$ cat src/rtl/sbs_pkg.sv
`timescale 1ns/1ps
package sbs_pkg;
  localparam int LANES  = 4;
  localparam int LANE_W = 9;
  localparam int WORD_W = LANES * LANE_W;

  // Active-high lane write mask from the active-low controls.
  function automatic logic [LANES-1:0] write_lanes(
      input logic             gw_n,
      input logic             bwe_n,
      input logic [LANES-1:0] bw_n);
    logic [LANES-1:0] m;
    if (!gw_n)      m = '1;
    else if (bwe_n) m = '0;
    else            m = ~bw_n;
    return m;
  endfunction

  // Two-bit linear burst step, wrapping 3 -> 0.
  function automatic logic [1:0] burst_step(input logic [1:0] c);
    return c + 2'd1;
  endfunction

  // Replace the enabled lanes of a word.
  function automatic logic [WORD_W-1:0] merge_lanes(
      input logic [WORD_W-1:0] old_w,
      input logic [WORD_W-1:0] new_w,
      input logic [LANES-1:0]  en);
    logic [WORD_W-1:0] r;
    r = old_w;
    for (int k = 0; k < LANES; k++)
      if (en[k]) r[k*LANE_W +: LANE_W] = new_w[k*LANE_W +: LANE_W];
    return r;
  endfunction
endpackage

$ cat src/rtl/sbs_select.sv
`timescale 1ns/1ps
module sbs_select #(
  parameter int ADDR_W = 17
) (
  input  logic              clk,
  input  logic              rst_n,
  input  logic [ADDR_W-1:0] addr,
  input  logic              strobe_cpu_n,
  input  logic              strobe_ctl_n,
  input  logic              sel1_n,
  input  logic              sel2,
  input  logic              sel3_n,
  output logic              load_o,
  output logic              cpu_load_o,
  output logic              cont_o,
  output logic              access_o,
  output logic              sel_held_o,
  output logic [ADDR_W-3:0] base_hi_o
);
  logic              chip_on;
  logic              sel_q;
  logic [ADDR_W-3:0] base_hi_q;

  // The processor strobe counts only while sel1_n is low.
  assign cpu_load_o = ~strobe_cpu_n & ~sel1_n;
  assign load_o     = cpu_load_o | ~strobe_ctl_n;
  assign chip_on    = ~sel1_n & sel2 & ~sel3_n;
  assign cont_o     = ~load_o & sel_q;
  assign access_o   = load_o ? chip_on : sel_q;
  assign sel_held_o = sel_q;
  assign base_hi_o  = base_hi_q;

  always_ff @(posedge clk or negedge rst_n) begin
    if (!rst_n) begin
      sel_q     <= 1'b0;
      base_hi_q <= '0;
    end else if (load_o) begin
      sel_q     <= chip_on;
      base_hi_q <= addr[ADDR_W-1:2];
    end
  end
endmodule

$ cat src/rtl/sbs_burst_ctr.sv
`timescale 1ns/1ps
module sbs_burst_ctr
  import sbs_pkg::*;
(
  input  logic       clk,
  input  logic       rst_n,
  input  logic       load,
  input  logic [1:0] load_bits,
  input  logic       step,
  output logic [1:0] cnt_cur
);
  logic [1:0] cnt_q;

  // Value used by the access on this clock: stepped before use.
  assign cnt_cur = step ? burst_step(cnt_q) : cnt_q;

  always_ff @(posedge clk or negedge rst_n) begin
    if (!rst_n)    cnt_q <= 2'd0;
    else if (load) cnt_q <= load_bits;
    else           cnt_q <= cnt_cur;
  end
endmodule

$ cat src/rtl/sbs_lane_decode.sv
`timescale 1ns/1ps
module sbs_lane_decode
  import sbs_pkg::*;
(
  input  logic             all_wr_n,
  input  logic             byte_wr_en_n,
  input  logic [LANES-1:0] lane_wr_n,
  input  logic             access,
  input  logic             load,
  input  logic             cpu_load,
  output logic [LANES-1:0] lanes_o,
  output logic             wr_o,
  output logic             rd_o
);
  logic write_allowed;

  assign lanes_o       = write_lanes(all_wr_n, byte_wr_en_n, lane_wr_n);
  // A processor-strobe load is always a read.
  assign write_allowed = load ? ~cpu_load : 1'b1;
  assign wr_o          = access & write_allowed & (|lanes_o);
  assign rd_o          = access & ~wr_o;
endmodule

$ cat src/rtl/sbs_array.sv
`timescale 1ns/1ps
module sbs_array
  import sbs_pkg::*;
#(
  parameter int ADDR_W = 17,
  parameter int MEM_AW = 6
) (
  input  logic              clk,
  input  logic              rst_n,
  input  logic              wr_en,
  input  logic              rd_en,
  input  logic [LANES-1:0]  lanes,
  input  logic [ADDR_W-1:0] acc_addr,
  input  logic              sel_held,
  input  logic              out_en_n,
  input  logic [WORD_W-1:0] din,
  output logic [WORD_W-1:0] rd_data,
  output logic              dout_drive
);
  localparam int DEPTH = 1 << MEM_AW;

  logic [WORD_W-1:0] mem [DEPTH];
  logic [MEM_AW-1:0] idx;
  logic [WORD_W-1:0] rd_q;
  logic              rd_valid_q;
  logic              mask_q;

  assign idx = MEM_AW'(acc_addr);

  always_ff @(posedge clk) begin
    if (wr_en) mem[idx] <= merge_lanes(mem[idx], din, lanes);
  end

  always_ff @(posedge clk or negedge rst_n) begin
    if (!rst_n) begin
      rd_q       <= '0;
      rd_valid_q <= 1'b0;
      mask_q     <= 1'b0;
    end else begin
      if (rd_en) rd_q <= mem[idx];
      rd_valid_q <= rd_en;
      // The first read out of the deselected state keeps the driver off.
      mask_q     <= rd_en & ~sel_held;
    end
  end

  assign rd_data    = rd_q;
  assign dout_drive = rd_valid_q & ~mask_q & ~out_en_n;
endmodule

$ cat src/rtl/sbs_core.sv
`timescale 1ns/1ps
module sbs_core
  import sbs_pkg::*;
#(
  parameter int ADDR_W = 17,
  parameter int MEM_AW = 6
) (
  input  logic              clk,
  input  logic              rst_n,
  input  logic [ADDR_W-1:0] addr,
  input  logic              strobe_cpu_n,
  input  logic              strobe_ctl_n,
  input  logic              adv_n,
  input  logic              sel1_n,
  input  logic              sel2,
  input  logic              sel3_n,
  input  logic              all_wr_n,
  input  logic              byte_wr_en_n,
  input  logic [LANES-1:0]  lane_wr_n,
  input  logic              out_en_n,
  input  logic [WORD_W-1:0] din,
  output logic [WORD_W-1:0] dout,
  output logic              dout_drive
);
  logic              ev_load;
  logic              ev_cpu_load;
  logic              ev_cont;
  logic              ev_access;
  logic              ev_wr;
  logic              ev_rd;
  logic              sel_held;
  logic [ADDR_W-3:0] base_hi;
  logic [1:0]        cnt_cur;
  logic [LANES-1:0]  lanes;
  logic [ADDR_W-1:0] acc_addr;

  sbs_select #(.ADDR_W(ADDR_W)) u_sel (
    .clk(clk), .rst_n(rst_n), .addr(addr),
    .strobe_cpu_n(strobe_cpu_n), .strobe_ctl_n(strobe_ctl_n),
    .sel1_n(sel1_n), .sel2(sel2), .sel3_n(sel3_n),
    .load_o(ev_load), .cpu_load_o(ev_cpu_load), .cont_o(ev_cont),
    .access_o(ev_access), .sel_held_o(sel_held), .base_hi_o(base_hi)
  );

  sbs_burst_ctr u_ctr (
    .clk(clk), .rst_n(rst_n), .load(ev_load), .load_bits(addr[1:0]),
    .step(ev_cont & ~adv_n), .cnt_cur(cnt_cur)
  );

  assign acc_addr = ev_load ? addr : {base_hi, cnt_cur};

  sbs_lane_decode u_dec (
    .all_wr_n(all_wr_n), .byte_wr_en_n(byte_wr_en_n), .lane_wr_n(lane_wr_n),
    .access(ev_access), .load(ev_load), .cpu_load(ev_cpu_load),
    .lanes_o(lanes), .wr_o(ev_wr), .rd_o(ev_rd)
  );

  sbs_array #(.ADDR_W(ADDR_W), .MEM_AW(MEM_AW)) u_mem (
    .clk(clk), .rst_n(rst_n), .wr_en(ev_wr), .rd_en(ev_rd), .lanes(lanes),
    .acc_addr(acc_addr), .sel_held(sel_held), .out_en_n(out_en_n),
    .din(din), .rd_data(dout), .dout_drive(dout_drive)
  );
endmodule

$ cat config.mk
export PLATFORM = sky130hd
export DESIGN_NAME = sbs_core
export DESIGN_NICKNAME = d
export VERILOG_FILES = /design/src/rtl/sbs_pkg.sv /design/src/rtl/sbs_select.sv /design/src/rtl/sbs_burst_ctr.sv /design/src/rtl/sbs_lane_decode.sv /design/src/rtl/sbs_array.sv /design/src/rtl/sbs_core.sv
export SDC_FILE = /design/constraint.sdc
export NUM_CORES = 2
export LEC_CHECK = 0
export BUFFER_PORTS_ARGS = -buffer_cell sky130_fd_sc_hd__buf_2
export CAP_MARGIN = 5
export CORE_ASPECT_RATIO = 0.7
export CORE_MARGIN = 10
export CORE_UTILIZATION = 60
export DETAILED_ROUTE_END_ITERATION = 6
export PLACE_DENSITY_LB_ADDON = 0.2
export SLEW_MARGIN = 25
export SYNTH_ARGS = -nofsm -noshare
export SYNTH_HDL_FRONTEND = slang
export SYNTH_SLANG_ARGS = --single-unit
$ cat constraint.sdc
create_clock -name clk -period 6.8 [get_ports clk]
set_input_delay 1.02 -clock clk [delete_from_list [all_inputs] [get_ports clk]]
set_output_delay 1.02 -clock clk [all_outputs]
set_load 0.03 [all_outputs]
==> results by group <==
Outcome
  – Status: finished clean

Clocking
  – Num CTS Buffers: 204
  – Register clock-pin slew on the reported worst setup and hold paths: 0.06 ns
  – Hold buffers post-CTS: 0
  – Post-CTS sizing: 0
  – CTS H-tree lvls: 4
  – Clk root buf: clkbuf_16
  – Clock sink count: ~2.3k
  – Max Root-Sink Buffers: 3
  – CTS tree: built
  – Worst-Skew Late Latency: 0.85 ns
  – Post-CTS Setup Bufs: 0

Pwr
  – Switching Share: 25.59%
  – Sequential Power Share: between 50% and 60%
  – Combinational share of power: 11.1%
  – Leakage: 33.82 nW
  – Clock Power Share: 36.1%
  – Internal: 23.46 mW
  – Pwr dens: 306.9 nW/um2
  – Sw power: 8.066 mW
  – Maximum VDD drop: 333.9 uV

Yosys
  – Share of the synthesized area in the top cell type: about 76%
  – Mean post-synth cell area: 13.52 um2
  – Synth cell types: 67
  – Syn Nets: 6816
  – Top post-synthesis cells by area: edfxtp_1 (76%), nand2_1 (8.1%), nand3_1 (3.0%)
  – Ys Warns: 0
  – Synthesized flop and latch total: 2349
  – Async SR Flop Fraction: 1.916%
  – Post-synth EDFFs: 2304
  – Gate Count Post-Synth: 6748
  – Post-synthesis sequential area ratio: 77.08%
  – Post-synth top area cell: edfxtp_1
  – Synthesized area: 91220 um2
  – Most used DFF post-synth: edfxtp_1

Place
  – GP Congestion: 0.8445
  – Post-DP HPWL: 148300 um
  – Port Buffer Count: between 90 and 100
  – Instance area at placement: 96230 um2

Route
  – Routed length per placed instance: 31.28 um
  – Initial DRC Count: 10.33k
  – Detailed-route via count: 60.65k
  – Post-route ant nets: 0
  – Mean number of vias per cell: 6.710
  – Pre-antenna DRT Iters: 6
  – Post-Route WL: 282800 um
  – Remaining DRCs: 0

STA
  – Period utilisation layout: a little over 70%
  – RSZ-0062 raised after global routing: false
  – Max-slew violations: 0
  – Final hold viol count: 0
  – Max_slew headroom: 25.98%
  – Setup tns final: 0 ns
  – Count of final setup violators: 0
  – Highest clock rate: approximately 210 MHz
  – Worst-margin pin slew: 1.110 ns
  – Crit path time final: 4.859 ns
  – Skew final: 0.02440 ns

Critical path
  – Startpoint types: input pin
  – Worst reg-to-reg setup slack: 2.01 ns
  – CP Data Arrival Time: roughly 5.4 ns
  – Crit path from: sel1_n
  – CP most frequent cell: buf_4
  – Crit-path cells: buf_2 > o21a_1 > buf_4 > nand2_1 > and2_1 > inv_2 > nor2_4 > buf_12 > a32oi_1 > and3_1 > nor4_2 > a21oi_4 > buf_4
  – Reg2reg path depth: 11
  – RR Startpoint: u_ctr.cnt_q[0]$_DFF_PN0_
  – Critical Path RT: between 7 and 8 ns
  – Crit. End Element: register
  – Setup Crit Path Kind: input pin to register
  – Max stage delay on crit path: 0.59 ns
  – RR Endpoint: u_mem.mem[15][17]$_DFFE_PP_
  – CP Capture Point: u_mem.mem[15][17]$_DFFE_PP_
  – Critical path's slowest cell: nor2_4
  – CP max FO: 68

Floorplanning
  – Die width: ~500 um
  – I/O pin count: about 110
  – Initial Utilization: 60.54%
  – Row count: ~120
  – Height of the chip: 346.2 um
  – Core Area: approximately 150000 um2
  – Die ar.: 168300 um2

Layout
  – Final net count: approximately 6.9k
  – Most frequent cells in the layout: edfxtp_1 (2304), nand2_1 (1976), nand3_1 (534), a21oi_1 (528), clkbuf_16 (206)
  – Commonest non-fill, non-tap cell in the layout: edfxtp_1
  – Area grow syn2layout: 12.59%
  – Fraction of layout cells with a size suffix above 1: a little over a tenth
  – Finished Cell Area: 102700 um2

Hold path
  – Hold Path Class: input pin to asynchronous set/reset pin

Global route
  – First-pass GRT wire length: 400200 um
  – Vias in the first global route: 55.90k
  – Antenna violations before repair: 10
  – Congestion Overflow GR: 0
  – Largest net degree at the start of global routing: 144
  – GRT Resource Usage Total: approximately 33%

Run
  – Max cap viols: 0
[sequential cells by signal, summed over array words and instances (netlist names)]
register	count
u_mem.rd_data	36
u_ctr.cnt_q	2
u_mem.rd_valid_q	1
u_mem.mask_q	1
u_sel.base_hi_o	4
u_sel.sel_held_o	1
u_mem.mem	2304
[how the worst min path moves through the flow]
stage | start | end | depth (start not counted) | slack, ns
3_5_place_dp | u_mem.rd_data[35]$_DFFE_PN0P_ | u_mem.rd_data[35]$_DFFE_PN0P_ | 2 | 0.54
3_3_place_gp | u_mem.rd_data[18]$_DFFE_PN0P_ | u_mem.rd_data[18]$_DFFE_PN0P_ | 2 | 0.54
4_1_cts | rst_n | u_mem.mask_q$_DFF_PN0_ | 1 | 0.12
2_1_floorplan | u_sel.sel_held_o$_DFF_PN0_ | u_mem.mask_q$_DFF_PN0_ | 1 | 0.44
5_1_grt | rst_n | u_mem.mask_q$_DFF_PN0_ | 1 | 0.14
6_report | rst_n | u_mem.mask_q$_DFF_PN0_ | 1 | 0.16
[through the flow]
| step | util (%) | worst slack (ns) | hold WS (ns) | instances | power (mW) |
|---|---|---|---|---|---|
| 2_1_floorplan | - | 1.425 | 0.4389 | 6748 | 18.93 |
| 3_3_place_gp | 63.84 | 1.316 | 0.5357 | 8647 | 20.25 |
| 3_5_place_dp | 63.86 | 1.139 | 0.5368 | 8648 | 20.34 |
| 4_1_cts | 68.14 | 2.044 | 0.1177 | 9032 | 31.44 |
| 5_1_grt | 68.16 | 1.836 | 0.1446 | 9034 | 32.35 |
| 6_report | 68.17 | 1.941 | 0.1567 | 9039 | 31.52 |
[worst max-delay path, delay by kind of cell]
kind                   cells  cell delay [ns]
and+or+nand+nor            5             2.16
buffers and inverters      5             1.46
AOI/OAI and AO/OA          3             0.71
[synth_stat cells (all sizes together), types with 4 or more instances]
cell type,count
o22ai,4
clkbuf,156
inv,12
o211a,17
buf,277
a21oi,532
a31o,4
nor3,6
nand3,542
a221oi,4
a31oi,230
or3,6
nor2,149
a22o,7
nor4,7
edfxtp,2304
nor2b,9
o211ai,7
nand4,191
dfrtp,45
mux4,4
mux2i,29
a211oi,9
a32o,4
a21o,6
and4,66
a32oi,67
a2111oi,10
nand2,1976
a22oi,22
o21a,6
[cell families after synthesis]
kind of cell / synth area share (%)
mux: 0.4170
simple gates: 13.98
compound gates: 6.289
flops: 77.08
xor+xnor: 0.04526
buf+inv: 2.197
[layout make-up]
| cell class | instances | area (um2) |
|---|---|---|
| Antenna cell | 6 | 15.01 |
| Clock buffer | 259 | 5424 |
| Clock inverter | 125 | 1016 |
| Fill cell | 10100 | 47970 |
| Inverter | 13 | 56.30 |
| Multi-Input combinational cell | 3953 | 20070 |
| Sequential cell | 2349 | 70310 |
| Tap cell | 1996 | 2497 |
| Timing Repair Buffer | 338 | 3323 |
[per-layer routing]
layer	global-route usage, %	share of wire [%]	vias up
met1	46.79	37	29820
met3	9.583	15	720
met2	47.28	43	4827
met5	0	0.017	-
li1	-	-	25270
met4	13.37	4.6	8
[power by group through the flow]
stage | registers [mW] | clock network [mW] | logic [mW]
detailed placement | 16.9 | 0 | 3.41
CTS | 16.6 | 11.4 | 3.43
floorplan | 17.1 | 0 | 1.83
finish | 16.6 | 11.4 | 3.51
global placement | 16.9 | 0 | 3.33
global route | 16.6 | 12.0 | 3.72
No activity file was read; power rests on OpenSTA's default activity.
